===== config.mk =====
export PLATFORM = sky130hd
export DESIGN_NAME = square_tone_channel
export DESIGN_NICKNAME = d
export VERILOG_FILES = /design/src/rtl/square_tone_channel.sv
export SDC_FILE = /design/constraint.sdc
export NUM_CORES = 1
export LEC_CHECK = 0
export CAP_MARGIN = 10
export CORE_MARGIN = 3
export CORE_UTILIZATION = 56
export CTS_BUF_LIST = sky130_fd_sc_hd__clkbuf_4 sky130_fd_sc_hd__clkbuf_8
export DETAILED_ROUTE_END_ITERATION = 12
export PLACE_DENSITY = 0.89
export SLEW_MARGIN = 20
export SYNTH_ARGS = -nofsm -noshare
export SYNTH_HDL_FRONTEND = slang
export SYNTH_SLANG_ARGS = --single-unit

===== constraint.sdc =====
create_clock -name clk -period 2.25 [get_ports clk]
set_input_delay 0.225 -clock clk [delete_from_list [all_inputs] [get_ports clk]]
set_output_delay 0.225 -clock clk [all_outputs]
set_load 0.005 [all_outputs]

===== src/rtl/square_tone_channel.sv =====
module square_tone_channel #(
  parameter int BASE_DIV = 2,
  parameter int LEN_DIV  = 512,
  parameter int ENV_MUL  = 4
) (
  input  logic        clk,
  input  logic        rst_n,
  input  logic        wr_en,
  input  logic [1:0]  wr_sel,
  input  logic [15:0] wr_data,
  output logic [3:0]  sample,
  output logic        playing
);
  localparam int PW = $clog2(BASE_DIV + 1);
  localparam int LW = $clog2(LEN_DIV + 1);
  localparam int EW = $clog2(ENV_MUL + 1);
  localparam logic [PW-1:0] PRE_LAST = PW'(BASE_DIV - 1);
  localparam logic [LW-1:0] LEN_LAST = LW'(LEN_DIV - 1);
  localparam logic [EW-1:0] ENV_LAST = EW'(ENV_MUL - 1);

  logic [PW-1:0] pre;
  logic [LW-1:0] ldiv;
  logic [EW-1:0] ediv;
  logic base_tick, len_tick, env_tick;

  logic        master;
  logic [5:0]  len_n;
  logic [1:0]  duty;
  logic [2:0]  step;
  logic        up;
  logic [3:0]  init_vol;
  logic [10:0] rate;
  logic        timed;

  logic [6:0]  lcnt;
  logic [2:0]  ecnt;
  logic [3:0]  vol;
  logic [11:0] timer;
  logic [2:0]  phase;
  logic        high;

  logic wr_ok, wr_a, wr_b, restart;

  assign base_tick = (pre == PRE_LAST);
  assign len_tick  = base_tick && (ldiv == LEN_LAST);
  assign env_tick  = len_tick && (ediv == ENV_LAST);

  assign wr_ok   = wr_en && master;
  assign wr_a    = wr_ok && (wr_sel == 2'd1);
  assign wr_b    = wr_ok && (wr_sel == 2'd2);
  assign restart = wr_b && wr_data[15];

  always_ff @(posedge clk or negedge rst_n) begin
    if (!rst_n) begin
      pre  <= '0;
      ldiv <= '0;
      ediv <= '0;
    end else begin
      pre <= base_tick ? '0 : pre + 1'b1;
      if (base_tick) ldiv <= (ldiv == LEN_LAST) ? '0 : ldiv + 1'b1;
      if (len_tick)  ediv <= (ediv == ENV_LAST) ? '0 : ediv + 1'b1;
    end
  end

  always_ff @(posedge clk or negedge rst_n) begin
    if (!rst_n) begin
      master   <= 1'b0;
      len_n    <= '0;
      duty     <= '0;
      step     <= '0;
      up       <= 1'b0;
      init_vol <= '0;
      rate     <= '0;
      timed    <= 1'b0;
    end else begin
      if (wr_en && wr_sel == 2'd0) master <= wr_data[7];
      if (wr_a) begin
        len_n    <= wr_data[5:0];
        duty     <= wr_data[7:6];
        step     <= wr_data[10:8];
        up       <= wr_data[11];
        init_vol <= wr_data[15:12];
      end
      if (wr_b) begin
        rate  <= wr_data[10:0];
        timed <= wr_data[14];
      end
    end
  end

  always_ff @(posedge clk or negedge rst_n) begin
    if (!rst_n) begin
      lcnt    <= '0;
      playing <= 1'b0;
    end else if (wr_a) begin
      lcnt <= 7'd64 - {1'b0, wr_data[5:0]};
    end else if (restart) begin
      playing <= 1'b1;
      if (lcnt == 7'd0) lcnt <= 7'd64 - {1'b0, len_n};
    end else if (len_tick && playing && timed && lcnt != 7'd0) begin
      lcnt <= lcnt - 1'b1;
      if (lcnt == 7'd1) playing <= 1'b0;
    end
  end

  always_ff @(posedge clk or negedge rst_n) begin
    if (!rst_n) begin
      vol  <= '0;
      ecnt <= '0;
    end else if (restart) begin
      vol  <= init_vol;
      ecnt <= '0;
    end else if (env_tick && playing && step != 3'd0) begin
      if (ecnt == step - 3'd1) begin
        ecnt <= '0;
        if (up && vol != 4'd15)      vol <= vol + 1'b1;
        else if (!up && vol != 4'd0) vol <= vol - 1'b1;
      end else begin
        ecnt <= ecnt + 1'b1;
      end
    end
  end

  always_ff @(posedge clk or negedge rst_n) begin
    if (!rst_n) begin
      timer <= '0;
      phase <= '0;
    end else if (restart) begin
      timer <= 12'd2048 - {1'b0, wr_data[10:0]};
      phase <= '0;
    end else if (base_tick) begin
      if (timer <= 12'd1) begin
        timer <= 12'd2048 - {1'b0, rate};
        phase <= phase + 1'b1;
      end else begin
        timer <= timer - 1'b1;
      end
    end
  end

  always_comb begin
    case (duty)
      2'd0:    high = (phase == 3'd7);
      2'd1:    high = (phase[2:1] == 2'b11);
      2'd2:    high = phase[2];
      default: high = phase[2] | phase[1];
    endcase
  end

  assign sample = (playing && high) ? vol : 4'd0;
endmodule



==> impl_results.md <==
* Result of the run: completed
* Cell accounting for the most synthesized area: dfrtp_1
* Congestion Overflow GR at 0
* DIE AREA at slightly above 9000 µm²
* First-pass GRT wire length at 18.4 mm
* DRC violations left at 0
* Die W at around 96 µm
* Clock Sinks at 74
* Count leader, synth: dfrtp_1
* Fin crit period at ~2200 ps
* Reg2reg path depth at 6
* Worst min-delay path class: in2async
* DR WL/cell at around 18 µm
* Placer Congestion at 0.956
* GRT Util Overall at between 20% and 30%
* Vias at around 4000
* Worst EP required at roughly 2500 ps
* Die span in y at between 90 and 100 µm
* # diodes at 0
* Critical path class: reg2reg
* Final Hold Vio Count at 0
* Initial antenna violation count at 0
* H-tree Lvls at 3
* VDD IR-drop max at a little over 0.7 mV
* Top_reg_cell synth: dfrtp_1
* Syn avg cell area at 9.48 µm²
* Vias in the first global route at between 3000 and 4000
* Crit share post-route at between 90% and 100%
* Slew at the pin with the worst max-slew slack at slightly below 700 ps
* Slew Viols, Final at 0
* Post-synth top area share at between 40% and 50%
* Post-synth EDFFs at 0
* Crit path launch type: flip-flop
* DRT Pass-1 Iters at 6
* CTS tree: done
* P&R area growth vs syn at 16.4%
* Final Core Density at roughly two thirds
* Crit. End Element: flip-flop
* Post-DP HPWL at between 8 and 9 mm
* Num rows at 32
* Yosys warning total at 0
* Async set-reset flop share out of synthesis at 100%
* Ranking of synthesized cells by area: dfrtp_1 41%, nand2_1 5.3%, ha_1 4.7%
* Sequential share of the synthesized area at between 40% and 50%
* Share of layout cells above drive strength 1 at 16.7%
* CTS Buf Count at 9
* Total Power at about 0.0050 W
* Synth Net Count at 517
* Distinct cells, synth at 69
* Worst EP arrival at 2440 ps
* Core ar. at slightly below 8000 µm²
* Clk buf depth at 2
* Ports at 26
* Yosys reg bits at between 70 and 80
* Worst slew margin at 53.7%
* IO Port Bufs at 25
* Largest net degree at the start of global routing at 39
* Vias per inst at 6.28
* CTS clock-pin slew for the worst setup and hold paths at around 90 ps
* Root buffer cell: clkbuf_8
* Worst Skew at between 10 and 15 ps
* Count of maximum capacitance violations at 0
* Post-Synthesis Cells at between 400 and 500
* Routed Antenna Nets at 0
* Mapped cell area at 4530 µm²
* Setup violators final at 0
* Most frequent cells after synthesis: 74 x dfrtp_1, 64 x nand2_1, 38 x nor2_1
* Critical Path Fanout Max at 5
* # nets final at 567
* Pwr per Cell Area at about 940 nW/µm²
* Peak Freq at around 460 MHz
* Clk_lat worst skew at 360 ps
* Starting Density at around three fifths
* RSZ-0062 raised after global routing: yes
* Starting DRC count in detailed routing at roughly 340
* Final wirelength at about 11 mm
* Pleak at ~2.3 nW
-- per-layer routing --
layer	share of wire, %	up-vias	track usage, %
li1	-	1837	-
met1	42	1953	34.9
met2	49	173	42.0
met3	7.0	26	5.86
met4	2.1	0	9.83
met5	0	-	0
-- critical path, cell delays in order, from the launching register on --
cell	delay [ps]
dfrtp_1	470
ha_4	190
nand4b_1	130
or3_4	390
o41a_1	420
a31oi_1	130
or3b_1	350
-- cell type report --
| cell class | count | area (µm²) |
|---|---|---|
| tap | 102 | 128 |
| sequential | 74 | 1860 |
| multi-input combinational | 371 | 2570 |
| clock inverter | 7 | 57.6 |
| clock buffer | 9 | 124 |
| timing repair buffer | 56 | 478 |
| fill | 590 | 2530 |
| inverter | 16 | 60.1 |
-- cells in the final DEF (no fill, tap or decap), drive strengths merged, types with 8 or more instances in the layout --
cell type / count
nor4: 11
or4: 9
nand3: 12
xnor2: 17
o22ai: 8
clkbuf: 9
o21ai: 21
buf: 31
a21oi: 11
mux2: 16
inv: 20
nor3: 16
nand2: 65
ha: 17
clkdlybuf4s50: 20
dfrtp: 74
xor2: 15
nor2: 38
-- logic make-up after synthesis --
logic type,after synthesis,synth area share [%]
AND/OR/NAND/NOR,200,23.6
buffers and inverters,33,2.87
flip-flops,74,40.9
AO/OA/AOI/OAI,97,15.3
multiplexers,23,5.52
XOR/XNOR,33,6.68
adder cells (fa/ha/maj),18,5.14
-- path summary, 6_finish.rpt --
path | slack (ps) | startpoint | to
hold reg to reg | 490 | init_vol[3] | init_vol[3]
hold / removal | 380 | rst_n | timer[2]
setup / recovery | 50 | ldiv[0] | vol[3]
min in group clk | 380 | wr_data[12] | init_vol[0]
max in group asynchronous | 1220 | rst_n | vol[3]
setup reg to reg | 50 | ldiv[0] | vol[3]
-- stage by stage --
| step | worst slack, ps | instance area (µm²) | setup TNS (ps) | hold slack [ps] | std cells |
|---|---|---|---|---|---|
| floorplan | 35.7 | 4530 | 0 | -70.6 | 478 |
| global placement | 138 | 5050 | 0 | 226 | 616 |
| detailed placement | 82.5 | 5050 | 0 | 233 | 616 |
| CTS | 32.7 | 5250 | 0 | 372 | 635 |
| global route | -54.3 | 5270 | -91.7 | 378 | 635 |
| finish | 53.5 | 5270 | 0 | 378 | 635 |
-- power by group --
part           switching [W]  internal [W]  leakage [nW]
clock               0.000573      0.000417        0.0886
combinational       0.000957      0.000894          1.34
sequential          0.000420       0.00170         0.912
-- flip-flops by register name, summed over array words and instances, names as in the netlist, 2 cells and up --
| name | count |
|---|---|
| len_n | 6 |
| step | 3 |
| lcnt | 7 |
| phase | 3 |
| ldiv | 10 |
| ediv | 3 |
| init_vol | 4 |
| pre | 2 |
| duty | 2 |
| rate | 11 |
| timer | 12 |
| ecnt | 3 |
| vol | 4 |
-- timing repair --
item,in CTS,in global routing
gates cloned,0,0
buffers inserted,2,0
endpoints found under the hold margin,36,0
gates resized for setup,5,7
setup endpoints to repair,4,8
pin swaps,2,1
hold buffers,1,0
Note: power is estimated with default switching activity, not from simulation.
